File: src/rtl/trace_seq_pkg.sv
package trace_seq_pkg;
  typedef logic [1:0] lvl_t;
  localparam lvl_t LVL_ARM  = 2'd0;
  localparam lvl_t LVL_WAIT = 2'd1;
  localparam lvl_t LVL_POST = 2'd2;
  localparam int   NUM_PAT  = 2;
  localparam int   PAT_ARM  = 0;
  localparam int   PAT_TRIG = 1;
endpackage

File: src/rtl/tts_pat_regs.sv
module tts_pat_regs #(
  parameter int ADDR_W   = 24,
  parameter int LOW_W    = 20,
  parameter int CNT_W    = 16,
  parameter int CFG_W    = 32,
  parameter int POST_DEF = 508,
  localparam int SMP_W   = ADDR_W + LOW_W
) (
  input  logic                                   clk_i,
  input  logic                                   rst_ni,
  input  logic                                   lock_i,
  input  logic                                   we_i,
  input  logic [3:0]                             addr_i,
  input  logic [CFG_W-1:0]                       wdata_i,
  output logic [trace_seq_pkg::NUM_PAT-1:0][SMP_W-1:0] val_o,
  output logic [trace_seq_pkg::NUM_PAT-1:0][SMP_W-1:0] msk_o,
  output logic [CNT_W-1:0]                       post_o
);
  import trace_seq_pkg::*;

  logic wr_ok;
  assign wr_ok = we_i && !lock_i;

  logic unused_wdata;
  assign unused_wdata = ^wdata_i[CFG_W-1:ADDR_W];

  for (genvar p = 0; p < NUM_PAT; p++) begin : g_pat
    logic sel;
    assign sel = wr_ok && !addr_i[3] && (addr_i[2] == 1'(p));
    always_ff @(posedge clk_i or negedge rst_ni) begin
      if (!rst_ni) begin
        val_o[p] <= '0;
        msk_o[p] <= '0;
      end else if (sel) begin
        if (!addr_i[0]) begin
          if (addr_i[1]) msk_o[p][SMP_W-1 -: ADDR_W] <= wdata_i[ADDR_W-1:0];
          else           val_o[p][SMP_W-1 -: ADDR_W] <= wdata_i[ADDR_W-1:0];
        end else begin
          if (addr_i[1]) msk_o[p][LOW_W-1:0] <= wdata_i[LOW_W-1:0];
          else           val_o[p][LOW_W-1:0] <= wdata_i[LOW_W-1:0];
        end
      end
    end
  end

  always_ff @(posedge clk_i or negedge rst_ni) begin
    if (!rst_ni)                 post_o <= CNT_W'(POST_DEF);
    else if (wr_ok && addr_i[3]) post_o <= wdata_i[CNT_W-1:0];
  end

  assert_cfg_lock_R9: assert property (@(posedge clk_i) disable iff (!rst_ni)
    lock_i |=> ($stable(post_o) && $stable(val_o) && $stable(msk_o)));
endmodule

File: src/rtl/tts_pat_match.sv
module tts_pat_match #(
  parameter int SMP_W = 44
) (
  input  logic [SMP_W-1:0] smp_i,
  input  logic [SMP_W-1:0] val_i,
  input  logic [SMP_W-1:0] msk_i,
  output logic             hit_o
);
  // only bits with mask set take part in the compare
  assign hit_o = ((smp_i ^ val_i) & msk_i) == '0;
endmodule

File: src/rtl/tts_seq_ctrl.sv
module tts_seq_ctrl #(
  parameter int CNT_W = 16
) (
  input  logic                      clk_i,
  input  logic                      rst_ni,
  input  logic                      start_i,
  input  logic                      smp_rise_i,
  input  logic                      hit_arm_i,
  input  logic                      hit_trig_i,
  input  logic [CNT_W-1:0]          post_i,
  output trace_seq_pkg::lvl_t       level_o,
  output logic                      running_o,
  output logic                      done_o,
  output logic                      trig_o,
  output logic                      fire_o,
  output logic                      adv_o,
  output logic                      trig_hit_o
);
  import trace_seq_pkg::*;

  lvl_t             lvl_q;
  logic [CNT_W-1:0] cnt_q;

  assign fire_o     = smp_rise_i && running_o && !start_i;
  assign trig_hit_o = fire_o && (lvl_q == LVL_WAIT) && hit_trig_i;
  assign adv_o      = trig_hit_o || (fire_o && (lvl_q == LVL_ARM) && hit_arm_i);
  assign level_o    = lvl_q;

  always_ff @(posedge clk_i or negedge rst_ni) begin
    if (!rst_ni) begin
      lvl_q     <= LVL_ARM;
      cnt_q     <= '0;
      running_o <= 1'b0;
      done_o    <= 1'b0;
      trig_o    <= 1'b0;
    end else if (start_i) begin
      lvl_q     <= LVL_ARM;
      cnt_q     <= '0;
      running_o <= 1'b1;
      done_o    <= 1'b0;
      trig_o    <= 1'b0;
    end else if (fire_o) begin
      case (lvl_q)
        LVL_ARM: if (hit_arm_i) lvl_q <= LVL_WAIT;
        LVL_WAIT: if (hit_trig_i) begin
          lvl_q  <= LVL_POST;
          trig_o <= 1'b1;
          cnt_q  <= post_i;
          if (post_i == '0) begin
            done_o    <= 1'b1;
            running_o <= 1'b0;
          end
        end
        LVL_POST: begin
          cnt_q <= cnt_q - CNT_W'(1);
          if (cnt_q == CNT_W'(1)) begin
            done_o    <= 1'b1;
            running_o <= 1'b0;
          end
        end
        default: lvl_q <= LVL_ARM;
      endcase
    end
  end

  assert_one_step_R4: assert property (@(posedge clk_i) disable iff (!rst_ni)
    (lvl_q != $past(lvl_q)) |-> ((lvl_q == $past(lvl_q) + 2'd1) || (lvl_q == LVL_ARM)));
  assert_done_hold_R6: assert property (@(posedge clk_i) disable iff (!rst_ni)
    (done_o && !start_i) |=> done_o);
  assert_done_idle_R6: assert property (@(posedge clk_i) disable iff (!rst_ni)
    done_o |-> !running_o);
endmodule

File: src/rtl/tts_wptr.sv
module tts_wptr #(
  parameter int DEPTH = 1024,
  localparam int AW   = $clog2(DEPTH)
) (
  input  logic          clk_i,
  input  logic          rst_ni,
  input  logic          start_i,
  input  logic          fire_i,
  input  logic          adv_i,
  input  logic          trig_hit_i,
  output logic          store_o,
  output logic [AW-1:0] waddr_o,
  output logic          lvl_chg_o,
  output logic [AW-1:0] trig_addr_o
);
  logic [AW-1:0] ptr_q;

  always_ff @(posedge clk_i or negedge rst_ni) begin
    if (!rst_ni) begin
      ptr_q       <= '0;
      waddr_o     <= '0;
      store_o     <= 1'b0;
      lvl_chg_o   <= 1'b0;
      trig_addr_o <= '0;
    end else if (start_i) begin
      ptr_q       <= '0;
      waddr_o     <= '0;
      store_o     <= 1'b0;
      lvl_chg_o   <= 1'b0;
      trig_addr_o <= '0;
    end else begin
      store_o   <= fire_i;
      lvl_chg_o <= adv_i;
      if (fire_i) begin
        waddr_o <= ptr_q;
        ptr_q   <= (ptr_q == AW'(DEPTH - 1)) ? '0 : ptr_q + AW'(1);
      end
      if (trig_hit_i) trig_addr_o <= ptr_q;
    end
  end

  assert_store_pulse_R10: assert property (@(posedge clk_i) disable iff (!rst_ni)
    store_o |=> !store_o);
  assert_chg_with_store_R8: assert property (@(posedge clk_i) disable iff (!rst_ni)
    lvl_chg_o |-> store_o);
endmodule

File: src/rtl/trace_trig_seq.sv
module trace_trig_seq #(
  parameter int ADDR_W   = 24,
  parameter int STAT_W   = 4,
  parameter int DATA_W   = 16,
  parameter int CNT_W    = 16,
  parameter int CFG_W    = 32,
  parameter int DEPTH    = 1024,
  parameter int POST_DEF = 508,
  localparam int AW      = $clog2(DEPTH),
  localparam int LOW_W   = STAT_W + DATA_W,
  localparam int SMP_W   = ADDR_W + LOW_W
) (
  input  logic              clk_i,
  input  logic              rst_ni,
  input  logic              start_i,
  input  logic              cfg_we_i,
  input  logic [3:0]        cfg_addr_i,
  input  logic [CFG_W-1:0]  cfg_wdata_i,
  input  logic              smp_en_i,
  input  logic [ADDR_W-1:0] smp_addr_i,
  input  logic [STAT_W-1:0] smp_stat_i,
  input  logic [DATA_W-1:0] smp_data_i,
  output logic              store_o,
  output logic [AW-1:0]     waddr_o,
  output logic              lvl_chg_o,
  output logic [1:0]        level_o,
  output logic              running_o,
  output logic              trig_o,
  output logic [AW-1:0]     trig_addr_o,
  output logic              done_o
);
  import trace_seq_pkg::*;

  logic [NUM_PAT-1:0][SMP_W-1:0] val, msk;
  logic [NUM_PAT-1:0]            hit;
  logic [CNT_W-1:0]              post;
  logic [SMP_W-1:0]              smp;
  logic                          en_q, rise, fire, adv, trig_hit;

  assign smp  = {smp_addr_i, smp_stat_i, smp_data_i};
  assign rise = smp_en_i && !en_q;

  always_ff @(posedge clk_i or negedge rst_ni) begin
    if (!rst_ni) en_q <= 1'b0;
    else         en_q <= smp_en_i;
  end

  tts_pat_regs #(
    .ADDR_W(ADDR_W), .LOW_W(LOW_W), .CNT_W(CNT_W), .CFG_W(CFG_W), .POST_DEF(POST_DEF)
  ) u_regs (
    .clk_i(clk_i), .rst_ni(rst_ni), .lock_i(running_o),
    .we_i(cfg_we_i), .addr_i(cfg_addr_i), .wdata_i(cfg_wdata_i),
    .val_o(val), .msk_o(msk), .post_o(post)
  );

  for (genvar p = 0; p < NUM_PAT; p++) begin : g_match
    tts_pat_match #(.SMP_W(SMP_W)) u_match (
      .smp_i(smp), .val_i(val[p]), .msk_i(msk[p]), .hit_o(hit[p])
    );
  end

  tts_seq_ctrl #(.CNT_W(CNT_W)) u_ctrl (
    .clk_i(clk_i), .rst_ni(rst_ni), .start_i(start_i), .smp_rise_i(rise),
    .hit_arm_i(hit[PAT_ARM]), .hit_trig_i(hit[PAT_TRIG]), .post_i(post),
    .level_o(level_o), .running_o(running_o), .done_o(done_o), .trig_o(trig_o),
    .fire_o(fire), .adv_o(adv), .trig_hit_o(trig_hit)
  );

  tts_wptr #(.DEPTH(DEPTH)) u_wptr (
    .clk_i(clk_i), .rst_ni(rst_ni), .start_i(start_i), .fire_i(fire),
    .adv_i(adv), .trig_hit_i(trig_hit), .store_o(store_o), .waddr_o(waddr_o),
    .lvl_chg_o(lvl_chg_o), .trig_addr_o(trig_addr_o)
  );

  assert_trig_in_post_R7: assert property (@(posedge clk_i) disable iff (!rst_ni)
    $rose(trig_o) |-> (level_o == LVL_POST) && store_o && (trig_addr_o == waddr_o));
endmodule

File: config.mk
export PLATFORM = sky130hd
export DESIGN_NAME = trace_trig_seq
export DESIGN_NICKNAME = d
export VERILOG_FILES = /design/src/rtl/trace_seq_pkg.sv /design/src/rtl/tts_pat_regs.sv /design/src/rtl/tts_pat_match.sv /design/src/rtl/tts_seq_ctrl.sv /design/src/rtl/tts_wptr.sv /design/src/rtl/trace_trig_seq.sv
export SDC_FILE = /design/constraint.sdc
export NUM_CORES = 1
export LEC_CHECK = 0
export BUFFER_PORTS_ARGS = -buffer_cell sky130_fd_sc_hd__buf_2
export CAP_MARGIN = 20
export CORE_MARGIN = 2
export CORE_UTILIZATION = 49
export DETAILED_ROUTE_END_ITERATION = 6
export PLACE_DENSITY_LB_ADDON = 0.3
export SLEW_MARGIN = 20
export SYNTH_ARGS = -nofsm -noshare
export SYNTH_HDL_FRONTEND = slang
export SYNTH_SLANG_ARGS = --single-unit
File: constraint.sdc
create_clock -name clk_i -period 3.65 [get_ports clk_i]
set_input_delay 0.73 -clock clk_i [delete_from_list [all_inputs] [get_ports clk_i]]
set_output_delay 0.73 -clock clk_i [all_outputs]
set_load 0.05 [all_outputs]
-- Word-level counts from Yosys, hierarchy flattened
Index checks and enable logic that the tools add are counted.
- add/sub/neg operators: 2
- eq/ne operators: 9
- multiplexer cells: 34
- bitwise logic cells: 7
- reductions and logical operators: 38
- operator list (cell ; count):
    AND 44 bit ; 2
    zero test 44 bit ; 2
    bitwise XOR 44 bit ; 2
    two-way mux 10 bit ; 7
    two-way mux 16 bit ; 3
    one-hot mux 16 bit (2 select lines) ; 1
    AND reduction 3 bit ; 10
    == test 16 x 1 -> 1 bit (second input constant) ; 1
    zero test 16 bit ; 1
    two-way mux 1 bit ; 16
    subtractor 16 x 1 -> 16 bit (second input constant) ; 1
    logical AND 1 bit ; 12
    adder 10 x 1 -> 10 bit (second input constant) ; 1
    == test 10 bit (second input constant) ; 1
    inequality test 3 x 2 -> 1 bit (second input constant) ; 3
    two-way mux 2 bit ; 4
    nonzero test 2 bit ; 4
    one-hot mux 2 bit (3 select lines) ; 1
    AND reduction 5 bit ; 1
    zero test 1 bit ; 4
    one-hot mux 1 bit (2 select lines) ; 2
    AND reduction 4 bit ; 1
    inequality test 3 bit (second input constant) ; 1
    inverter 1 bit ; 3
    other kinds (6) ; 6
- flip-flop bits (word level): 246
- input port bits: 85
- output and inout port bits: 27
- word-level logic and storage cells: 110

-- Longest topological paths before layout
Gate-level depths: netlist of the first run.
- depth in word-level cells: 8
- gate-level depth with buffers: 8
- depth with buffers taken out: 7

-- Cells and area by module
Synthesis of the first run repeated with hierarchy kept, for this count alone.
- cells, all modules: 852
- area, all modules: 11407.2 um^2
- modules (own cells, without submodules) (module ; instances ; cells each ; area each (um^2) ; seq. area each (um^2)):
    tts_pat_regs ; 1 ; 415 ; 7263.2 ; 4813.4
    tts_seq_ctrl ; 1 ; 168 ; 1451.4 ; 525.5
    tts_wptr ; 1 ; 125 ; 1422.6 ; 800.8
    tts_pat_match ; 2 ; 71 ; 615.6 ; 0.0
    trace_trig_seq ; 1 ; 2 ; 38.8 ; 25.0

-- Worst setup path after synthesis of the first run
Ideal clock, no wire load.
- path kind: input-to-reg
- start: input port smp_data_i[6]
- end: register u_wptr.trig_addr_o[1]
- setup time: 132 ps
- arrival: 1964 ps
- data required time: 3518 ps
- slack: 1554 ps
- stages on the path: 8
- path buffers: 1
- cell sequence: xor2_1 > a22o_1 > a221oi_2 > and3_2 > nand4_4 > buf_6 > mux2i_1 > nor2_1
- longest elaborated chain between the ends: 5
- ends and longest elaborated chain (item ; RTL line ; text):
    from (decl) ; trace_trig_seq.sv:22 ; input logic [DATA_W-1:0] smp_data_i,
    bitwise XOR 44 bit ; tts_pat_match.sv:10 ; assign hit_o = ((smp_i ^ val_i) & msk_i) == '0;
    AND 44 bit ; tts_pat_match.sv:10 ;
    zero test 44 bit ; tts_pat_match.sv:10 ;
    logical AND 1 bit ; tts_seq_ctrl.sv:25 ; assign trig_hit_o = fire_o && (lvl_q == LVL_WAIT) && hit_trig_i;
    nonzero test 2 bit (no line) ; n/a ;
    to (signal assigned) ; tts_wptr.sv:38 ; if (trig_hit_i) trig_addr_o <= ptr_q;
    to (decl) ; tts_wptr.sv:14 ; output logic [AW-1:0] trig_addr_o
No other way between the ends.
A chain may end at the register's enable or synchronous reset.

-- Final worst setup path of the first run
- start: register u_regs.val_o[81] (netlist bit)
- end: register u_ctrl.cnt_q[7]
- longest elaborated chain between the ends: 5
- ends and longest elaborated chain (item ; RTL line ; text):
    from (decl) ; tts_pat_regs.sv:15 ; output logic [trace_seq_pkg::NUM_PAT-1:0][SMP_W-1:0] val_o,
    from (signal, indexed assignment) ; tts_pat_regs.sv:37 ; else val_o[p][SMP_W-1 -: ADDR_W] <= wdata_i[ADDR_W-1:0];
    from (signal, indexed assignment) ; tts_pat_regs.sv:40 ; else val_o[p][LOW_W-1:0] <= wdata_i[LOW_W-1:0];
    bitwise XOR 44 bit ; tts_pat_match.sv:10 ;
    AND 44 bit ; tts_pat_match.sv:10 ;
    zero test 44 bit ; tts_pat_match.sv:10 ;
    inequality test 3 x 2 -> 1 bit (no line) ; n/a ;
    AND reduction 3 bit (no line) ; n/a ;
    to (signal assigned) ; tts_seq_ctrl.sv:48 ; cnt_q <= post_i;
    to (signal assigned) ; tts_seq_ctrl.sv:55 ; cnt_q <= cnt_q - CNT_W'(1);
    to (decl) ; tts_seq_ctrl.sv:22 ; logic [CNT_W-1:0] cnt_q;
No other way between the ends.

==> results of run 1 <==
[worst max-delay path: cells and delay by family, from the launching register on]
| kind | cells | cell delay [ps] |
|---|---|---|
| AO/OA/AOI/OAI | 3 | 790 |
| XOR/XNOR | 1 | 170 |
| AND/OR/NAND/NOR | 3 | 1130 |
| flip-flops | 1 | 390 |
[state kept, by name (all words and copies together) (netlist names), 2 cells and up]
| register | count |
|---|---|
| u_regs.post_o | 16 |
| u_wptr.waddr_o | 10 |
| u_regs.val_o | 88 |
| u_ctrl.level_o | 2 |
| u_regs.msk_o | 88 |
| u_wptr.ptr_q | 10 |
| u_ctrl.cnt_q | 16 |
| u_wptr.trig_addr_o | 10 |
[cell type report]
class | count | area share
multi-input cells | 562 | 0.368
flip-flops and latches | 246 | 0.482
inverters | 7 | 0.00205
repair buffers | 116 | 0.0507
clock inverters | 5 | 0.00587
well taps | 280 | 0.0274
clock buffers | 42 | 0.0642
[cell usage after synthesis, drive strengths merged, types with 2 or more instances]
| master | count | area (sq um) |
|---|---|---|
| xnor2 | 2 | 17.5 |
| o41ai | 4 | 35.0 |
| nand2 | 51 | 191 |
| buf | 13 | 78.8 |
| nor4 | 10 | 62.6 |
| or3 | 3 | 18.8 |
| nand3 | 8 | 40.0 |
| o22ai | 13 | 119 |
| and3b | 2 | 17.5 |
| inv | 7 | 26.3 |
| xor2 | 92 | 806 |
| mux2 | 192 | 2160 |
| nor2b | 4 | 25.0 |
| o31ai | 6 | 45.0 |
| clkbuf | 19 | 71.3 |
| nand3b | 2 | 15.0 |
| a31oi | 2 | 12.5 |
| and3 | 7 | 45.1 |
| mux2i | 11 | 110 |
| dfstp | 7 | 184 |
| a221oi | 4 | 53.8 |
| o21ai | 13 | 65.1 |
| nor3 | 9 | 45.0 |
| nor2 | 31 | 116 |
| a22oi | 37 | 278 |
| nand4 | 13 | 96.3 |
| ha | 3 | 37.5 |
| a21oi | 26 | 130 |
| dfrtp | 239 | 5980 |
| a41oi | 2 | 17.5 |
| a22o | 5 | 43.8 |
[cell families after synthesis]
| group | count (synthesis) |
|---|---|
| buffers and inverters | 39 |
| xor gates and xnor gates | 94 |
| and+or+nand+nor | 145 |
| AOI/OAI and AO/OA | 117 |
| DFF | 246 |
| muxes | 203 |
| adders and majority gates | 3 |
[placed cells by master, fill, tap and decap left out, drive strengths merged, types with 2 or more instances in the layout]
| cell | instances |
|---|---|
| nor2 | 31 |
| and3b | 2 |
| o41ai | 4 |
| nand2 | 51 |
| dfrtp | 239 |
| nand3 | 8 |
| clkinv | 3 |
| dfstp | 7 |
| or3 | 3 |
| nor3 | 9 |
| o31ai | 6 |
| a31oi | 2 |
| a41oi | 2 |
| nor4 | 10 |
| xnor2 | 2 |
| ha | 3 |
| a22o | 5 |
| buf | 116 |
| nor2b | 4 |
| a21oi | 26 |
| bufinv | 2 |
| and3 | 7 |
| o21ai | 13 |
| nand4 | 13 |
| mux2 | 192 |
| a22oi | 37 |
| a221oi | 4 |
| clkbuf | 42 |
| o22ai | 13 |
| mux2i | 11 |
| xor2 | 92 |
| nand3b | 2 |
| inv | 7 |
[power by group through the flow]
stage | registers (mW) | logic [mW] | clock network, mW
6_report | 3.06 | 0.690 | 2.70
5_1_grt | 3.08 | 0.765 | 2.87
4_1_cts | 3.06 | 0.698 | 2.75
3_5_place_dp | 3.10 | 0.692 | 0
3_3_place_gp | 3.10 | 0.678 | 0
2_1_floorplan | 3.08 | 0.406 | 0
[metal layers]
metal,track usage,vias to the layer above
met2,0.363,168
li1,-,3295
met3,0.0290,38
met1,0.305,3640
met4,0.0525,0
met5,0,-
[final timing paths]
kind / slack (ps) / endpoint / cells past startpoint / startpoint
min in group clk_i: 350 / en_q / 1 / smp_en_i
worst max-delay path: 1060 / u_ctrl.cnt_q[7] / 7 / u_regs.val_o[81]
worst max register to register: 1060 / u_ctrl.cnt_q[7] / 7 / u_regs.val_o[81]
worst min-delay path: 250 / u_ctrl.cnt_q[8] / 1 / rst_ni
worst min register to register: 510 / u_regs.msk_o[82] / 1 / u_regs.msk_o[82]
max in group asynchronous: 2530 / u_regs.msk_o[53] / 2 / rst_ni
==> reports/summary.md, run 1 <==
The logs give 3 for the number of buffers on the longest clock path and 7.01 ps for the largest clock skew in the final design. Post-synthesis share of cell area spent on full adders, half adders and majority gates: 0.00340. For the core area, the log shows 22000 sq um.

Number of register bits inferred by synthesis: 246. The largest stage delay on the critical path works out to 530 ps. For the share of total power in sequential cells, the log shows 0.474. After clock tree synthesis, the flow added hold-fix buffers numbering 0.

Aggregate global-route resource usage: 0.218. The tools report the number of post-CTS setup repair buffers as 0. The number of nets in the synthesized netlist was 935; the switching power was 1.55 mW. The per-cell via count in the routed design was 5.68; the initial DRC count was 341. Max-slew violation count: 0. STA classifies the critical path endpoint as a flip-flop. The largest driver fanout on the critical path works out to 15. Wire segments on met3 add up to 1110 um in the final route. Data arrives at the worst endpoint at 2980 ps. The main combinational cell family by area after synthesis was multiplexers. Synthesis produced a netlist whose cell count is 847.

The floorplan has 54 rows. Prior to clock tree synthesis, the placed netlist has a worst setup slack of 545 ps. After the last flow step, the layout net total stands at 1047.

Total setup violations reported at the end of the flow: 0. The critical path goes through xor2_1, a22oi_1, nand4_1, nor2_1, nand4_4, a41oi_1, o21ai_0. The vertical die dimension is 154 um, and the area share of xor/xnor cells in the synthesized design is 0.0745. The detailed router put a total of 11500 um of wire on met1.

For the total number of H-tree levels, the log shows 1. The share of layout cells above drive strength 1 works out to 0.377. The classification of the worst setup path is reg2reg.

The number of ports placed on the die boundary was 112. The number of global-route vias before repair is 7254, and the share of the clock period used by the worst path after layout is 0.711. The final core utilization is 0.583, and the initial antenna violation count is 0. In this run the cell area measured after placement is 11900 sq um.

Counting flops with a built-in enable in the synthesized netlist gives 0. Clock-pin slew was measured on the worst setup and hold paths at 60 ps. Routed signal wires occupy layers up through met4. Leaving out filler cells and counting taps, the final layout contains 1258. The share of cell area taken by muxes after synthesis is 0.206.

In this run the worst hold path is classified as in2async. The combinational fraction of design power came out at 0.107. The chip width was 154 um. The logs give 1060 ps for the final worst setup slack and 0.558 for the sequential area share after synthesis. Summed over all nets, the half-perimeter wirelength after detailed placement is 17000 um. The clock power share was 0.419. During placement, the flow inserted port buffers numbering 103.

Data required time of the worst path: 4040 ps. Summing internal, switching and leakage power gives 6.45 mW. The run gives 6.54 nW as the reported leakage power. The detailed-routed wire length on met2 came out at 12200 um. The max capacitance violation total was 0. The remaining antenna violation count was 0; the design internal power was 4.89 mW. Entering global routing, the biggest net connects 93 pins. The routed layout has 7141 vias. Headroom to the max-slew limit: 0.389. The flow ran to the end, and the final reports show no timing, DRC or antenna violations. The most frequently used flop master after synthesis is sky130_fd_sc_hd__dfrtp_1. Root buffer cell: sky130_fd_sc_hd__clkbuf_16. The clock reaches the later pin of the worst-skew pair after 520 ps. Counting the buffers created by CTS gives 26. The logs give 0.492 mV for the peak ir drop on the vdd network and 0 for the final hold violation count. Summing every instance area after synthesis gives 11000 sq um.

Dividing total power by cell area gives a power density of 504 nW/um^2. The actual slew at the worst max-slew pin works out to 914 ps. The worst path needs 2590 ps of the cycle, external delays included. The layout overhead on the synthesized area was 15.8%; the effective utilization at floorplan was 0.503.

The area share of and/or/nand/nor cells after synthesis was 0.0661. The multi-input combinational cells in the finished layout cover a total of 4710 sq um. The run gives 386 MHz as the highest clock rate.

In the routed design, unresolved DRC markers number 0. The worst setup path is launched from a flip-flop. The area of the die was 23800 sq um. The count of synthesis-stage warnings from yosys was 0; the global-route wire length before repair was 40500 um. The standard cell with the maximum stage delay on the critical path was sky130_fd_sc_hd__nor2_1. The repair_antennas step left the layout with diodes totalling 0. After synthesis, the netlist uses 48 different library cells. Total negative slack: 0 ps. The routed length per placed instance is 20.2 um.

Including well taps, the total number of placed cells is 1211. After routing the design area is 12800 sq um. The synthesized-area fraction occupied by ao, oa, aoi and oai cells is 0.0764, and the total detailed-routing wirelength is 25400 um. Fill cells in the final layout number 1743. The tree built by TritonCTS fans out to 246 sinks. The total congestion overflow after global routing was 0. Once the clock tree was built, the resizer swapped 0 gates to a different size. For the hold slack, the log shows 247 ps. Setup repair after global routing left no endpoint under its margin. In this run the mean area of a mapped cell was 13.0 sq um. The async set-reset flop share out of synthesis came out at 1.00.

Switching share of total power: 0.241. The combined flip-flop and latch cell area is 6160 sq um, and the number of detailed-routing iterations run before antenna repair is 6. TritonCTS built the clock tree. Routability-driven placement finished with a final weighted congestion of 0.830.
Power figures use the tool's default switching activity.
==> run 2: changes to the inputs <==
==> constraint.sdc (replaced) <==
create_clock -name clk_i -period 2.7 [get_ports clk_i]
set_input_delay 0.54 -clock clk_i [delete_from_list [all_inputs] [get_ports clk_i]]
set_output_delay 0.54 -clock clk_i [all_outputs]
set_load 0.05 [all_outputs]
==> run 2 against run 1 <==
  * Wire length is 1.4% higher
  * The flow now finishes with violations (hold timing)
  * Global-route usage rose by 0.33 points
  * Critical endpoint is now u_ctrl.level_o[0]
  * Sequential cell count unchanged
  * Power rose by 31%
==> reports/summary.md, run 2 (same netlist as run 1, synthesis figures left out) <==
The reported leakage power was 6.55 nW. The net count of the finished layout is 1059. The clock slew at the register clock pins of the worst setup and hold paths is 60 ps. After detailed routing, the number of vias per cell comes to 5.70.

Post-CTS timing repair inserted 0 buffers for setup. For the max-slew violation count, the log shows 0. The number of antenna diodes in the final layout is 0. The HPWL after detailed placement is 17400 um. In this run the vertical extent of the chip is 154 um.

The hold slack came out at -4.34 ps. For the final routed database, the setup TNS stands at 0 ps. The logs give 26 for the number of buffers inserted during clock tree synthesis and 1802 for the count of fill cells added during filler insertion.

The total power divided by cell area came out at 658 nW/um^2. The worst endpoint data arrival time was 2730 ps. In this run the worst path has a maximum fanout of 2. The share of the clock period used by the worst path after layout came out at 0.848.

In this run the remaining antenna-violating nets after routing total 0. The run gives 0 as the count of hold buffers inserted by post-cts repair. The final core utilization was 0.583; the routability congestion estimate from global placement was 0.859. For the total congestion overflow after global routing, the log shows 0.

Data on the critical path is required at its endpoint by 3140 ps. For the via count, the log shows 7223. The initial antenna violation count is 0, and the max capacitance violation total is 0. The flow ran to the end, but the final reports show violations. For the total detailed-routing wirelength, the log shows 25700 um. Together, buffers and inverters on the worst path number 0. The tree is rooted in a sky130_fd_sc_hd__clkbuf_16. The initial DRC count is 317, and the total setup violations reported at the end of the flow is 0. By startpoint and endpoint, the worst setup path is classified as reg2reg. The path class of the lowest-slack min-delay path is in2async. After detailed routing, the average wire length per cell comes to 20.3 um.

No sink is reached through more buffers than the 3 on the longest clock path. Setup repair after global routing left no endpoint under its margin. The first global-routing pass estimated 41200 um of wire. The logs give 1 for the total number of H-tree levels and 73 for the pin count of the biggest net entering global routing.

The kind of cell adding the most delay to the critical path is simple AND/OR/NAND/NOR gates. The largest clock skew in the final design was 15.0 ps. At the later pin of the worst-skew pair, clock insertion delay measures 530 ps. The top cell types in the final layout, fill and taps aside, are sky130_fd_sc_hd__dfrtp_1 (239), sky130_fd_sc_hd__mux2_2 (192), sky130_fd_sc_hd__buf_2 (102). TritonCTS built the clock tree.

By instance count, the cell type seen most on the critical path is sky130_fd_sc_hd__nand4_1. The core area is 22000 sq um, and the layout overhead on the synthesized area is 15.9%. After floorplanning, the core was divided into 54 placement rows.

After routing the design area is 12800 sq um. The count of buffers from port buffering came out at 103. The clock period could shrink to 2290 ps. The endpoint class of the critical path is a flip-flop.

The first detailed-routing pass took 5 iterations. The signal on the critical path passes through xor2_1, a22oi_1, nand4_1, nor4_1, nand4_1, or3_1, a31oi_1. The tools report the highest clock rate as 437 MHz.

The largest registers in the layout are u_regs.msk_o x88, u_regs.val_o x88. The standard cell with the maximum stage delay on the critical path was sky130_fd_sc_hd__or3_1. The placed instances occupy a cell area of 12000 sq um. The checks that failed: hold timing.

Final hold violation count: 1. The library cell used most frequently in the layout, excluding fill and tap cells, is sky130_fd_sc_hd__dfrtp_1. The peak ir drop on the vdd network is 0.673 mV, and the largest stage delay on the critical path is 410 ps. The tools report the headroom to the max-slew limit as 0.498. Startpoint class of the critical path: a flip-flop. Pin placement for this block handled 112 I/O pins.

The post-CTS resize count is 0. The run gives 7429 as the number of global-route vias before repair. The effective utilization at floorplan is 0.503, and the TritonCTS sink count is 246. For the area of the die, the log shows 23800 sq um. From left edge to right edge, the die measures 154 um. The tools report the aggregate global-route resource usage as 0.221.

The share of layout cells above drive strength 1 is 0.381. The DRC violation count after routing was 0. For the pin with the worst max-slew slack, the measured transition is 747 ps.
==> run 2: cell count changes in the layout (fill, tap and decap cells not counted), sizes merged <==
cell | before | now
clkbuf | 42 | 40
buf | 116 | 128
bufinv | 2 | 0
clkinv | 3 | 5
==> run 2: cell type report <==
| class | instances | area [sq um] | area share |
|---|---|---|---|
| Sequential cell | 246 | 6160 | 0.482 |
| Multi-Input combinational cell | 562 | 4710 | 0.368 |
| Clock buffer | 40 | 753 | 0.0588 |
| Timing Repair Buffer | 128 | 763 | 0.0596 |
| Clock inverter | 5 | 36.3 | 0.00283 |
| Tap cell | 280 | 350 | 0.0274 |
| Inverter | 7 | 26.3 | 0.00205 |
==> run 2: power by group <==
group,internal [mW],switching (mW),total [mW]
logic,0.436,0.537,0.973
clock network,1.91,1.41,3.32
registers,3.95,0.178,4.13
total,6.30,2.12,8.42
==> run 2: through the flow <==
step | worst slack, ps | std cells | power, mW | hold slack (ps)
floorplan | 712 | 847 | 4.71 | 244
global placement | 147 | 1223 | 5.14 | 486
detailed placement | 108 | 1223 | 5.17 | 494
CTS | 403 | 1268 | 8.49 | 6.40
global route | 262 | 1268 | 8.76 | 23.3
finish | 410 | 1268 | 8.42 | -4.34
==> run 2: metal layers <==
metal / vias up / GRT usage / share of wire
li1: 3320 / - / -
met1: 3723 / 0.311 / 0.45
met2: 141 / 0.370 / 0.49
met3: 39 / 0.0254 / 0.040
met4: 0 / 0.0512 / 0.021
met5: - / 0 / 0
==> run 2: final timing paths <==
kind	slack [ps]	from	cells past startpoint	to
min reg2reg	500	u_regs.msk_o[55]	1	u_regs.msk_o[55]
min	-4	rst_ni	1	u_regs.post_o[10]
max	410	u_regs.val_o[30]	7	u_ctrl.level_o[0]
min in group clk_i	170	smp_en_i	1	en_q
max reg2reg	410	u_regs.val_o[30]	7	u_ctrl.level_o[0]
max in group asynchronous	1960	rst_ni	2	u_regs.msk_o[52]
==> run 2: worst register-to-register path: cells and delay by family, from the launching register on <==
kind | cells | cell delay, ps
flops | 1 | 380
simple gates | 4 | 1270
xor+xnor | 1 | 150
compound gates | 2 | 410
==> run 3: changes to the inputs <==
==> constraint.sdc (replaced) <==
create_clock -name clk_i -period 2.25 [get_ports clk_i]
set_input_delay 0.45 -clock clk_i [delete_from_list [all_inputs] [get_ports clk_i]]
set_output_delay 0.45 -clock clk_i [all_outputs]
set_load 0.05 [all_outputs]
==> run 3 against run 2 <==
  * The flow now finishes without violations
  * Wire length about the same
  * Global-route usage up 0.25 points
  * Power up 24%
  * Design area up 2.9%
  * Sequential share of layout area down 1.3 points
  * Clock power up 30%
  * Highest routed layer unchanged
==> reports/summary.md, run 3 (same netlist as run 1, synthesis figures left out) <==
The die is 154 um tall. Grouping stages by cell kind, the critical path spends the most delay in simple AND/OR/NAND/NOR gates. Summing all multi-input logic gate instances after layout gives 4710 sq um.

The flow ran to the end, and the final reports show no timing, DRC or antenna violations. The effective utilization at floorplan is 0.503. Among all stages on the critical path, the largest delay is contributed by sky130_fd_sc_hd__dfrtp_1. The largest registers in the layout are u_regs.msk_o x88, u_regs.val_o x88. Together, buffers and inverters on the worst path number 0. Leaving out fill and tap cells, the most frequent cell in the layout is sky130_fd_sc_hd__dfrtp_1. The final hold violation count came out at 0. The worst setup path is launched from a flip-flop.

Post-CTS timing repair inserted 0 buffers for setup. Across all layers, the routed design uses 7277 vias. After detailed routing, the number of vias per cell comes to 5.61.

The total number of H-tree levels was 1. The root buffer cell was sky130_fd_sc_hd__clkbuf_16. The remaining antenna violation count was 0; the reported leakage power was 6.75 nW.

Count of buffers from port buffering: 103. Aggregate global-route resource usage: 0.224. TritonCTS built the clock tree. The worst-case IR drop observed on VDD is 0.620 mV. Registers take 6160 sq um. The chip width works out to 154 um. After detailed routing, the average wire length per cell comes to 19.8 um. Summed over all layers, the global routing overflow is 0. The run gives 25700 um as the total detailed-routing wirelength. Dividing total power by cell area gives a power density of 796 nW/um^2. Hold timing on the final database bottoms out at a slack of 67.7 ps. Pin count of the biggest net entering global routing: 57.

The clock passes through at most 3 buffers. Before antenna repair, the detailed router went through 4 iterations. The critical path in this run is classified as reg2reg. The placed wire-length estimate was 17700 um; the highest clock rate was 474 MHz. The number of antenna diodes in the final layout is 0. Actual slew at the worst max-slew pin: 509 ps.

Counting stages on the worst path, the most repeated cell is sky130_fd_sc_hd__nand4_1. The tools report the endpoint class of the critical path as a flip-flop. The TritonCTS sink count was 246; the largest clock skew in the final design was 9.96 ps.

At the worst endpoint, the arrival time is 2560 ps. The minimum clock period is 2110 ps. Setup repair after global routing could not meet its margin everywhere.

In this run the worst path has a maximum fanout of 2. The floorplan has 54 rows. The layout overhead on the synthesized area was 19.2%.

In the final design database the tool counted 1084 nets. The congestion estimate from routability-driven global placement came to 0.828. The run gives 0 as the DRC violation count after routing.

The first global-routing pass estimated 41800 um of wire. STA puts the critical path data required time at 2700 ps. Clock latency on the worst-skew pair, taken at its later pin, is 520 ps. The die covers 23800 sq um. The critical path goes through xor2_1, a22oi_1, nand4_1, nor4_2, nand4_1, or3_1, a31oi_1. For flop-to-flop paths, the worst setup slack is 140 ps. The max-slew violation count came out at 0. Count of fill cells added during filler insertion: 1745. Clock-pin slew was measured on the worst setup and hold paths at 60 ps. For the number of global-route vias before repair, the log shows 7505.

The tightest min-delay check is of the in2reg type. The worst path meets setup with 142 ps of slack. Across the run, the number of max-cap violations was 0.

The run gives 22000 sq um as the core area. In this design, the stage delay of the slowest critical-path cell is 390 ps. The headroom to the max-slew limit came out at 0.658. Pin placement for this block handled 112 I/O pins.

In this run, the number of DRC markers left after iteration 0 of detailed routing was 379. The number of buffers inserted during clock tree synthesis was 27; the share of layout cells above drive strength 1 was 0.400. Leaving out fill and tap cells, the most frequent cells in the layout are sky130_fd_sc_hd__dfrtp_1 (239), sky130_fd_sc_hd__mux2_2 (192), sky130_fd_sc_hd__buf_2 (102).

Prior to clock tree synthesis, the placed netlist has a worst setup slack of -200 ps. The share of the clock period used by the worst path after layout is 0.937, and the initial antenna violation count is 0. Setup violations remaining at the end of the flow were counted as 0.
-- run 3: cell count changes in the layout (fill, tap and decap cells not counted), sizes merged --
cell,previous run,this run
clkinv,5,4
clkbuf,40,42
bufinv,0,1
inv,7,8
buf,128,151
dlygate4sd3,0,1
clkinvlp,0,1
-- run 3: through the flow --
step / utilization / std cells / cell area, sq um / setup TNS, ps / power, mW
6_report: 0.600 / 1296 / 13200 / 0 / 10.5
5_1_grt: 0.600 / 1296 / 13200 / -19.1 / 10.9
4_1_cts: 0.600 / 1296 / 13200 / 0 / 10.6
3_5_place_dp: 0.559 / 1246 / 12300 / -250 / 6.23
3_3_place_gp: 0.559 / 1246 / 12300 / -199 / 6.20
2_1_floorplan: - / 847 / 11000 / 0 / 5.65
-- run 3: final timing paths --
kind,startpoint,to,cells past startpoint
max in group asynchronous,rst_ni,u_regs.post_o[3],3
min,smp_en_i,en_q,1
min reg2reg,u_regs.msk_o[29],u_regs.msk_o[29],1
max,u_regs.val_o[37],u_ctrl.level_o[0],7
min in group asynchronous,rst_ni,u_regs.val_o[8],2
max reg2reg,u_regs.val_o[37],u_ctrl.level_o[0],7
-- run 3: final cells by class --
type                    count  area share
flip-flops and latches    246       0.468
clock inverters             7     0.00523
repair buffers            152      0.0785
well taps                 280      0.0266
inverters                   7     0.00200
clock buffers              42      0.0617
multi-input cells         562       0.358
-- run 3: power breakdown --
group / leakage (nW) / internal [mW] / switching (mW)
Combinational: 2.95 / 0.554 / 0.645
Sequential: 3.36 / 4.74 / 0.211
Clock: 0.434 / 2.59 / 1.74
-- run 3: worst reg2reg max path, stage by stage, from the launching register on --
cell and delay [ps]:
sky130_fd_sc_hd__dfrtp_1 390, sky130_fd_sc_hd__xor2_1 140, sky130_fd_sc_hd__a22oi_1 230, sky130_fd_sc_hd__nand4_1 190
sky130_fd_sc_hd__nor4_2 340, sky130_fd_sc_hd__nand4_1 240, sky130_fd_sc_hd__or3_1 370, sky130_fd_sc_hd__a31oi_1 120
-- run 3: repair_timing --
item / 4_1_cts / 5_1_grt
pin swaps: 0 / 7
gates resized for setup: 1 / 0
hold endpoints to repair: 46 / 0
endpoints found under the setup margin: 1 / 1
hold buffers: 1 / 0
-- run 3: layer usage --
layer  global-route usage  part of all wire  up-vias
met5                    0                 0        -
met1                0.315              0.44     3698
met4               0.0507             0.016        0
met2                0.370              0.48      167
met3               0.0324             0.059       31
li1                     -                 -     3381
